===== config.mk =====
export PLATFORM = sky130hd
export DESIGN_NAME = tlb_prot
export DESIGN_NICKNAME = d
export VERILOG_FILES = /design/src/rtl/tlb_pkg.sv /design/src/rtl/tlb_match_bank.sv /design/src/rtl/tlb_hit_enc.sv /design/src/rtl/tlb_perm_chk.sv /design/src/rtl/tlb_repl.sv /design/src/rtl/tlb_prot.sv
export SDC_FILE = /design/constraint.sdc
export NUM_CORES = 2
export LEC_CHECK = 0
export ABC_AREA = 1
export BUFFER_PORTS_ARGS = -buffer_cell sky130_fd_sc_hd__buf_2
export CAP_MARGIN = 20
export CORE_MARGIN = 2
export CORE_UTILIZATION = 55
export DETAILED_ROUTE_END_ITERATION = 7
export HOLD_SLACK_MARGIN = 0.05
export PLACE_DENSITY = 0.77
export SLEW_MARGIN = 30
export SYNTH_ARGS = -nofsm -noshare
export SYNTH_HDL_FRONTEND = slang
export SYNTH_SLANG_ARGS = --single-unit

===== constraint.sdc =====
create_clock -name clk -period 27.5 [get_ports clk]
set_input_delay 1.375 -clock clk [delete_from_list [all_inputs] [get_ports clk]]
set_output_delay 1.375 -clock clk [all_outputs]
set_load 0.01 [all_outputs]

===== src/rtl/tlb_pkg.sv =====
package tlb_pkg;
  typedef enum logic [1:0] {
    ACC_RD  = 2'b00,
    ACC_WR  = 2'b01,
    ACC_EX  = 2'b10,
    ACC_RSV = 2'b11
  } acc_e;

  typedef struct packed {
    logic rd;
    logic wr;
    logic ex;
    logic kern;
  } perm_t;
endpackage


===== src/rtl/tlb_match_bank.sv =====
// One comparator per entry; large entries ignore the low page-number bits.
module tlb_match_bank #(
  parameter int N_ENTRIES = 16,
  parameter int VPN_W     = 20,
  parameter int LG_BITS   = 10
) (
  input  logic [N_ENTRIES-1:0]            ent_valid,
  input  logic [N_ENTRIES-1:0]            ent_large,
  input  logic [N_ENTRIES-1:0][VPN_W-1:0] ent_vpn,
  input  logic [VPN_W-1:0]                q_vpn,
  output logic [N_ENTRIES-1:0]            match
);
  for (genvar g = 0; g < N_ENTRIES; g++) begin : g_cmp
    logic eq_small, eq_large;
    assign eq_small = (ent_vpn[g] == q_vpn);
    assign eq_large = (ent_vpn[g][VPN_W-1:LG_BITS] == q_vpn[VPN_W-1:LG_BITS]);
    assign match[g] = ent_valid[g] && (ent_large[g] ? eq_large : eq_small);
  end
endmodule


===== src/rtl/tlb_hit_enc.sv =====
// Encodes the match vector and flags more than one match.
module tlb_hit_enc #(
  parameter int N_ENTRIES = 16,
  parameter int IDX_W     = 4
) (
  input  logic [N_ENTRIES-1:0] match,
  output logic                 any,
  output logic                 multi,
  output logic [IDX_W-1:0]     idx
);
  localparam int CNT_W = $clog2(N_ENTRIES + 1);
  logic [CNT_W-1:0] cnt;

  always_comb begin
    idx = '0;
    cnt = '0;
    for (int i = 0; i < N_ENTRIES; i++) begin
      if (match[i]) begin
        idx = IDX_W'(i);
        cnt = cnt + 1'b1;
      end
    end
  end

  assign any   = (cnt != '0);
  assign multi = (cnt > CNT_W'(1));
endmodule


===== src/rtl/tlb_perm_chk.sv =====
// Privilege and grant evaluation for the selected entry.
module tlb_perm_chk
  import tlb_pkg::*;
(
  input  perm_t      perm,
  input  logic [1:0] acc,
  input  logic       user,
  output logic       fault
);
  logic denied;

  always_comb begin
    unique case (acc_e'(acc))
      ACC_RD:  denied = !perm.rd;
      ACC_WR:  denied = !perm.wr;
      ACC_EX:  denied = !perm.ex;
      default: denied = 1'b1;
    endcase
    fault = denied || (user && perm.kern);
  end
endmodule


===== src/rtl/tlb_repl.sv =====
// Victim picker: lowest invalid slot, else lowest slot with a clear use bit.
module tlb_repl #(
  parameter int N_ENTRIES = 16,
  parameter int IDX_W     = 4
) (
  input  logic [N_ENTRIES-1:0] valid,
  input  logic [N_ENTRIES-1:0] used,
  output logic [IDX_W-1:0]     victim
);
  logic             have_inv, have_old;
  logic [IDX_W-1:0] inv_idx, old_idx;

  always_comb begin
    have_inv = 1'b0;
    have_old = 1'b0;
    inv_idx  = '0;
    old_idx  = '0;
    for (int i = N_ENTRIES - 1; i >= 0; i--) begin
      if (!valid[i]) begin
        have_inv = 1'b1;
        inv_idx  = IDX_W'(i);
      end
      if (!used[i]) begin
        have_old = 1'b1;
        old_idx  = IDX_W'(i);
      end
    end
    if (have_inv)      victim = inv_idx;
    else if (have_old) victim = old_idx;
    else               victim = '0;
  end
endmodule


===== src/rtl/tlb_prot.sv =====
module tlb_prot
  import tlb_pkg::*;
#(
  parameter int N_ENTRIES = 16,
  parameter int VA_W      = 32,
  parameter int PA_W      = 32,
  parameter int SMALL_OFF = 12,
  parameter int LARGE_OFF = 22
) (
  input  logic                      clk,
  input  logic                      rst_n,
  input  logic                      flush,
  input  logic                      lk_valid,
  output logic                      lk_ready,
  input  logic [VA_W-1:0]           lk_vaddr,
  input  logic [1:0]                lk_acc,
  input  logic                      lk_user,
  output logic                      rs_hit,
  output logic                      rs_miss,
  output logic                      rs_multi,
  output logic                      rs_fault,
  output logic                      rs_dirty,
  output logic [PA_W-1:0]           rs_paddr,
  input  logic                      fill_valid,
  output logic                      fill_ready,
  input  logic [VA_W-SMALL_OFF-1:0] fill_vpn,
  input  logic [PA_W-SMALL_OFF-1:0] fill_ppn,
  input  logic                      fill_large,
  input  logic                      fill_rd,
  input  logic                      fill_wr,
  input  logic                      fill_ex,
  input  logic                      fill_kern
);
  localparam int VPN_W   = VA_W - SMALL_OFF;
  localparam int PPN_W   = PA_W - SMALL_OFF;
  localparam int LG_BITS = LARGE_OFF - SMALL_OFF;
  localparam int IDX_W   = (N_ENTRIES > 1) ? $clog2(N_ENTRIES) : 1;

  // Entry storage
  logic  [N_ENTRIES-1:0]            e_valid, e_use, e_dirty, e_large;
  logic  [N_ENTRIES-1:0][VPN_W-1:0] e_vpn;
  logic  [N_ENTRIES-1:0][PPN_W-1:0] e_ppn;
  perm_t [N_ENTRIES-1:0]            e_perm;

  // Lookup path
  logic                 lk_fire, fill_fire;
  logic [N_ENTRIES-1:0] match;
  logic                 any_match, multi_match, single;
  logic [IDX_W-1:0]     hit_idx, victim;
  logic                 hit_large, perm_fault;
  perm_t                hit_perm;
  logic [PPN_W-1:0]     hit_ppn;

  assign lk_ready   = !flush;
  assign fill_ready = !flush;
  assign lk_fire    = lk_valid && lk_ready;
  assign fill_fire  = fill_valid && fill_ready;

  tlb_match_bank #(.N_ENTRIES(N_ENTRIES), .VPN_W(VPN_W), .LG_BITS(LG_BITS)) u_match (
    .ent_valid (e_valid),
    .ent_large (e_large),
    .ent_vpn   (e_vpn),
    .q_vpn     (lk_vaddr[VA_W-1:SMALL_OFF]),
    .match     (match)
  );

  tlb_hit_enc #(.N_ENTRIES(N_ENTRIES), .IDX_W(IDX_W)) u_enc (
    .match (match),
    .any   (any_match),
    .multi (multi_match),
    .idx   (hit_idx)
  );

  assign hit_large = e_large[hit_idx];
  assign hit_perm  = e_perm[hit_idx];
  assign hit_ppn   = e_ppn[hit_idx];

  tlb_perm_chk u_perm (
    .perm  (hit_perm),
    .acc   (lk_acc),
    .user  (lk_user),
    .fault (perm_fault)
  );

  tlb_repl #(.N_ENTRIES(N_ENTRIES), .IDX_W(IDX_W)) u_repl (
    .valid  (e_valid),
    .used   (e_use),
    .victim (victim)
  );

  assign single   = any_match && !multi_match;
  assign rs_hit   = lk_fire && single;
  assign rs_miss  = lk_fire && !single;
  assign rs_multi = lk_fire && multi_match;
  assign rs_fault = rs_hit && perm_fault;
  assign rs_dirty = rs_hit && e_dirty[hit_idx];

  always_comb begin
    rs_paddr = '0;
    if (rs_hit) begin
      if (hit_large)
        rs_paddr = {hit_ppn[PPN_W-1:LG_BITS], lk_vaddr[LARGE_OFF-1:0]};
      else
        rs_paddr = {hit_ppn, lk_vaddr[SMALL_OFF-1:0]};
    end
  end

  // Use-bit next state with saturation clear
  logic [N_ENTRIES-1:0] set_mask, use_or, use_nx;
  logic                 dirty_set;

  always_comb begin
    set_mask = '0;
    if (rs_hit)    set_mask[hit_idx] = 1'b1;
    if (fill_fire) set_mask[victim]  = 1'b1;
    use_or = e_use | set_mask;
    use_nx = (&use_or) ? set_mask : use_or;
  end

  assign dirty_set = rs_hit && !perm_fault && (acc_e'(lk_acc) == ACC_WR);

  always_ff @(posedge clk or negedge rst_n) begin
    if (!rst_n) begin
      e_valid <= '0;
      e_use   <= '0;
      e_dirty <= '0;
      e_large <= '0;
      e_vpn   <= '0;
      e_ppn   <= '0;
      e_perm  <= '0;
    end else if (flush) begin
      e_valid <= '0;
      e_use   <= '0;
    end else begin
      e_use <= use_nx;
      if (dirty_set) e_dirty[hit_idx] <= 1'b1;
      if (fill_fire) begin
        e_valid[victim] <= 1'b1;
        e_dirty[victim] <= 1'b0;
        e_large[victim] <= fill_large;
        e_vpn[victim]   <= fill_vpn;
        e_ppn[victim]   <= fill_ppn;
        e_perm[victim]  <= '{rd: fill_rd, wr: fill_wr, ex: fill_ex, kern: fill_kern};
      end
    end
  end
endmodule


After elaboration in Yosys (flattened, before gate mapping)
Cells that the tools add are included.
Word-level totals
  input port bits: 85
  flip-flop bits (word level): 768
Operators by class
  eq/ne operators: 34
  bitwise gates (word level): 7
  add/sub/neg operators: 15
  reduce and logical (&&, ||, !) cells: 42
  order comparisons: 5
  multiplexer cells: 145
Operators by type and width (number)
  $bwmux W320: 2
  $eq A20 B20 Y1: 16
  $mux W4: 44
  $eq A10 B10 Y1: 16
  $mux W16: 9
  $bmux W20 S4: 1
  $demux W20 S4: 1
  $mux W5: 15
  $add A5 B1 Y5 const B: 14
  $bwmux W64: 1
  $or A16 B16 Y16: 4
  $mux W1: 54
  $mux W20: 2
  $mux W32: 1
  $logic_and A1 B1 Y1: 29
  $mux W22: 1
  $and A16 B16 Y16: 1
  $bmux W4 S4: 1
  $bwmux W16: 1
  $demux W4 S4: 1
  $not A16 Y16: 1
  $reduce_and A16 Y1: 1
  $mux W3: 4
  $lt A4 B5 Y1 const B: 2
  16 further kinds: 26

Depth between registers and ports, before layout
  depth after elaboration: 45
  gate-level depth with buffers: 72

By module
Synthesis repeated with hierarchy kept, for this count alone.
Second synthesis, totals
  cells, all modules: 5106
  area total of the unflattened synthesis: 39028.7 um^2
Modules (own cells, without submodules)
  tlb_prot: cells an instance 3376, sequential area each 19218.4 um^2, instances 1, area each 30935.9 um^2
  tlb_match_bank: cells an instance 1227, sequential area each 0.0 um^2, instances 1, area each 5590.4 um^2
  tlb_hit_enc: cells an instance 414, sequential area each 0.0 um^2, instances 1, area each 2115.8 um^2
  tlb_repl: cells an instance 78, sequential area each 0.0 um^2, instances 1, area each 341.6 um^2
  tlb_perm_chk: cells an instance 11, sequential area each 0.0 um^2, instances 1, area each 45.0 um^2

Worst setup path before layout
No wires, ideal clock.
  path kind: input -> output
  start: in lk_vaddr[12]
  end: out rs_paddr[24]
  cell stages on the path: 63
  data required time: 26.125 ns
  slack: 15.768 ns
  arrival time: 10.357 ns
  cells stage by stage: buf_4 > inv_4 > buf_6 > nand2_1 > nand2_1 > nor2_1 > nand3_1 > o21bai_1 > nand2_1 > ha_1 > inv_1 > nand2_2 > nand2_2 > inv_1 > ha_1 > or2_0 > nand2_2 > inv_1 > [27 not listed] > nand2_1 > nand2_1 > ha_1 > or2_2 > nand2_1 > inv_1 > ha_1 > nand2_1 > o21ai_1 > ha_1 > nand2_1 > nand2_1 > a21oi_1 > nand3_2 > nor3_1 > nand2_1 > clkbuf_1 > nor3_1
On the way
  longest elaborated chain between the ends: 39
  elaborated cells on any way between the ends: 102
  those cells by class: 15 x add/sub; 1 x order compare; 16 x eq/ne; 50 x mux; 20 x reduce/logical
RTL lines
  start: declaration: RTL line tlb_prot.sv:15  | input logic [VA_W-1:0] lk_vaddr,
  $eq A20 B20 Y1: RTL line tlb_match_bank.sv:15  | assign eq_small = (ent_vpn[g] == q_vpn);
  $mux W1: RTL line tlb_match_bank.sv:17  | assign match[g] = ent_valid[g] && (ent_large[g] ? eq_large : eq_small);
  $logic_and A1 B1 Y1: RTL line tlb_match_bank.sv:17
  $mux W1: RTL line tlb_hit_enc.sv:18  | if (match[i]) begin
  $add A1 B1 Y2: RTL line tlb_hit_enc.sv:20  | cnt = cnt + 1'b1;
  $mux W5: RTL line tlb_hit_enc.sv:18
  $add A5 B1 Y5: RTL line tlb_hit_enc.sv:20
  $mux W5: RTL line tlb_hit_enc.sv:18
  [23 not listed]
  $mux W5: RTL line tlb_hit_enc.sv:18
  $add A5 B1 Y5: RTL line tlb_hit_enc.sv:20
  $mux W5: RTL line tlb_hit_enc.sv:18
  $gt A5 B1 Y1: RTL line tlb_hit_enc.sv:26  | assign multi = (cnt > CNT_W'(1));
  $logic_not A1 Y1: RTL line tlb_prot.sv:91  | assign single = any_match && !multi_match;
  $logic_and A1 B1 Y1: RTL line tlb_prot.sv:91
  $logic_and A1 B1 Y1: RTL line tlb_prot.sv:92  | assign rs_hit = lk_fire && single;
  $mux W32 *: RTL line tlb_prot.sv:100  | if (rs_hit) begin
  end: declaration: RTL line tlb_prot.sv:23  | output logic [PA_W-1:0] rs_paddr,
Mark *: on every way between the ends. The rest lies on a longest branch, timed or not. The select of a mux whose other input is x is not followed.

Final worst setup path
  start: in lk_vaddr[23]
  end: out rs_hit
On the way
  longest elaborated chain between the ends: 38
  elaborated cells on any way between the ends: 100
  those cells by class: 15 x add/sub; 1 x order compare; 32 x eq/ne; 32 x mux; 20 x reduce/logical
RTL lines
  $eq A20 B20 Y1 / $eq A10 B10 Y1 (equally long branches): RTL line tlb_match_bank.sv:15, tlb_match_bank.sv:16
  $mux W1: RTL line tlb_match_bank.sv:17
  $logic_and A1 B1 Y1: RTL line tlb_match_bank.sv:17
  $mux W1: RTL line tlb_hit_enc.sv:18
  $add A1 B1 Y2: RTL line tlb_hit_enc.sv:20
  $mux W5: RTL line tlb_hit_enc.sv:18
  $add A5 B1 Y5: RTL line tlb_hit_enc.sv:20
  $mux W5: RTL line tlb_hit_enc.sv:18
  [22 not listed]
  $add A5 B1 Y5: RTL line tlb_hit_enc.sv:20
  $mux W5: RTL line tlb_hit_enc.sv:18
  $add A5 B1 Y5: RTL line tlb_hit_enc.sv:20
  $mux W5 *: RTL line tlb_hit_enc.sv:18
  $gt A5 B1 Y1: RTL line tlb_hit_enc.sv:26
  $logic_not A1 Y1: RTL line tlb_prot.sv:91
  $logic_and A1 B1 Y1 *: RTL line tlb_prot.sv:91
  $logic_and A1 B1 Y1 *: RTL line tlb_prot.sv:92
  end: declaration: RTL line tlb_prot.sv:18  | output logic rs_hit,
Mark *: on every way between the ends. The rest lies on a longest branch, timed or not.

==> flow_summary.ini <==
[run_status]
status = complete, no violations

[timing]
fin_crit_ns = 13.81
tightest_slew_ns = 1.06
rsz0062_at_grt = no
hold_violations = 0
finalMaxSlewViolations = 0
fin_crit_sh = 0.502
setup_viol = 0
max-slew-margin-rel = 0.289
finClkSkew_ns = 0.0679
setup_tns_ns = 0
max_freq_mhz = 72.4

[critical_path]
criticalPathCategory = in2out
cp_slowest_cell = inv_1
cp.arrival_ns = 12.44
crit_path_end_kind = primary output
cp_common_cell = nand2_1
critPathMaxFanout = 35
worst_ep_required_time_ns = 26.12
slowest_delay_ns = 0.54
rr_worst_depth = 63
critPathLaunchType = input port

[pwr]
max-vdd-ir-drop_uv = 49.9
power_density_mw_per_mm2 = 62.8
cellLeakagePower_nw = 21.4
power.total_w = 0.00273

[layout]
final_cell_mix = nand2_1 (1298), o21ai_0 (814), dfrtp_1 (768), nor2_1 (465), inv_1 (413)
layout_commonest_cell = nand2_1
design_area_sq_mm = 0.0434
drive_above_1_share = 0.0941
syn2layout_area_growth_pct = 10.4
fin_util = 0.611
fin_nets = 5166

[synth]
seq_area_frac_synth = 0.488
syn-cell-area_sq_mm = 0.0394
synth-edff-count = 0
synth_cell_types = 57
synth_flop_cell = dfrtp_1
synthCells = 5102
ys_seq_elements = 768
synthArstFlopShare = 1.00
synth_area_per_cell_sq_um = 7.71
ys.warnings.count = 0
syn-num-nets = 5201

[routing]
drc = 0
drt-total-wl_mm = 137
drt_first_iter_violations = 4204
vias_per_cell = 6.00
wl_per_cell_um = 22.5
vias = 36500
ant_nets = 0
first_pass_iters = 8

[placed_design]
numPortBuffers = 123
hpwlAfterDp_mm = 88.3
placed_cell_area_sq_mm = 0.0404
place.gp.congestion = 1.07

[global_route]
grt_pass1_wl_mm = 210
grt_util_met1 = 0.503
grt.total_usage = 0.372
grt_max_degree = 166
antenna_found_initial = 3
use_met2 = 0.556
top_usage_layer = met2
grtUsageMet3 = 0.0724
overflow = 0
first_global_vias = 34400

[clock_network]
cts_tree = built
clk_latency_ns = 0.67
postCtsSetupBuffers = 0
cts_hold_buf = 0
clk_pin_slew_ns = 0.06
cts_buffer_depth = 3
cts_sinks = 768
clockRootBuffer = clkbuf_16
h-tree-depth = 3
ctsResizeCount = 0
cts_inserted_buffers = 84

[floorplan]
die_x_um = 271
initial_core_util = 0.553
rows = 98
io_pins = 124
die_area_sq_mm = 0.0737
core_sq_mm = 0.0711
die_h_um = 271

[worst_hold_path]
holdPathStages = 2
hold_path_class = reg2reg

[run]
drv_cap = 0
[area by class of cell]
type	instances	area (sq um)
Fill cell	6291	27700
Sequential cell	768	19200
Inverter	456	1720
Timing Repair Buffer	186	1210
Tap cell	950	1190
Antenna cell	1	2.50
Clock inverter	31	459
Clock buffer	122	2450
Multi-Input combinational cell	3571	17200
[power by group]
group / internal (W) / switching [W]
Sequential: 0.00121 / 0.0000507
Combinational: 0.0000872 / 0.000195
Clock: 0.000691 / 0.000496
[cell families after synthesis]
kind of cell | count (synthesis) | share of synthesized area
XOR/XNOR | 115 | 0.0256
buffers and inverters | 763 | 0.0768
AO/OA/AOI/OAI | 1097 | 0.152
AND/OR/NAND/NOR | 2345 | 0.252
adder cells (fa/ha/maj) | 14 | 0.00445
flip-flops | 768 | 0.488
[synthesized netlist by cell type (19+ instances only)]
| cell | count | area [sq um] |
|---|---|---|
| nor4_1 | 47 | 294 |
| o21ai_0 | 814 | 4070 |
| xor2_1 | 56 | 490 |
| or2_2 | 50 | 313 |
| inv_2 | 23 | 86.3 |
| a221oi_1 | 19 | 166 |
| nor2_1 | 473 | 1780 |
| dfrtp_1 | 768 | 19200 |
| nand2_1 | 1300 | 4880 |
| inv_1 | 428 | 1610 |
| xnor2_1 | 59 | 517 |
| o31ai_1 | 34 | 255 |
| nand4_1 | 78 | 488 |
| buf_2 | 21 | 105 |
| clkbuf_1 | 235 | 882 |
| a21oi_1 | 41 | 205 |
| o22ai_1 | 121 | 757 |
| buf_1 | 26 | 97.6 |
| nand3_1 | 184 | 921 |
| nor3_1 | 129 | 646 |
| nand2_2 | 29 | 181 |
[worst max-delay path, delay by kind of cell]
family | cells | cell delay [ns]
adders and majority gates | 14 | 4.04
AOI/OAI and AO/OA | 4 | 0.45
and+or+nand+nor | 34 | 4.72
buffers and inverters | 9 | 1.84
[state kept, by name, indices dropped and copies added (netlist names)]
register,cells
e_dirty,16
e_ppn,320
e_perm,64
e_large,16
e_use,16
e_vpn,320
e_valid,16
[metal layers]
metal / share of wire / up-vias
met1: 0.39 / 17400
li1: - / 16700
met2: 0.43 / 2022
met3: 0.10 / 463
met5: 0.000080 / -
met4: 0.071 / 2
[path summary, 6_finish.rpt]
path                                       start                endpoint  slack [ns]
min in group asynchronous                  rst_n  e_vpn[227]$_DFFE_PN0P_        0.63
setup / recovery                    lk_vaddr[23]                  rs_hit       13.69
hold / removal             e_ppn[19]$_DFFE_PN0P_   e_ppn[19]$_DFFE_PN0P_        0.48
setup reg to reg           e_vpn[21]$_DFFE_PN0P_      e_use[1]$_DFF_PN0_       16.38
hold reg to reg            e_ppn[19]$_DFFE_PN0P_   e_ppn[19]$_DFFE_PN0P_        0.48
max in group asynchronous                  rst_n  e_ppn[218]$_DFFE_PN0P_       24.91
[metrics by stage]
step,worst slack [ns],std cells,hold WS (ns)
after floorplan,15.77,5102,0.453
after global routing,12.94,6085,0.501
after detailed placement,13.34,5928,0.473
after CTS,13.31,6081,0.487
final,13.69,6085,0.485
after global placement,13.61,5928,0.465
(Power assumes the default switching activity.)
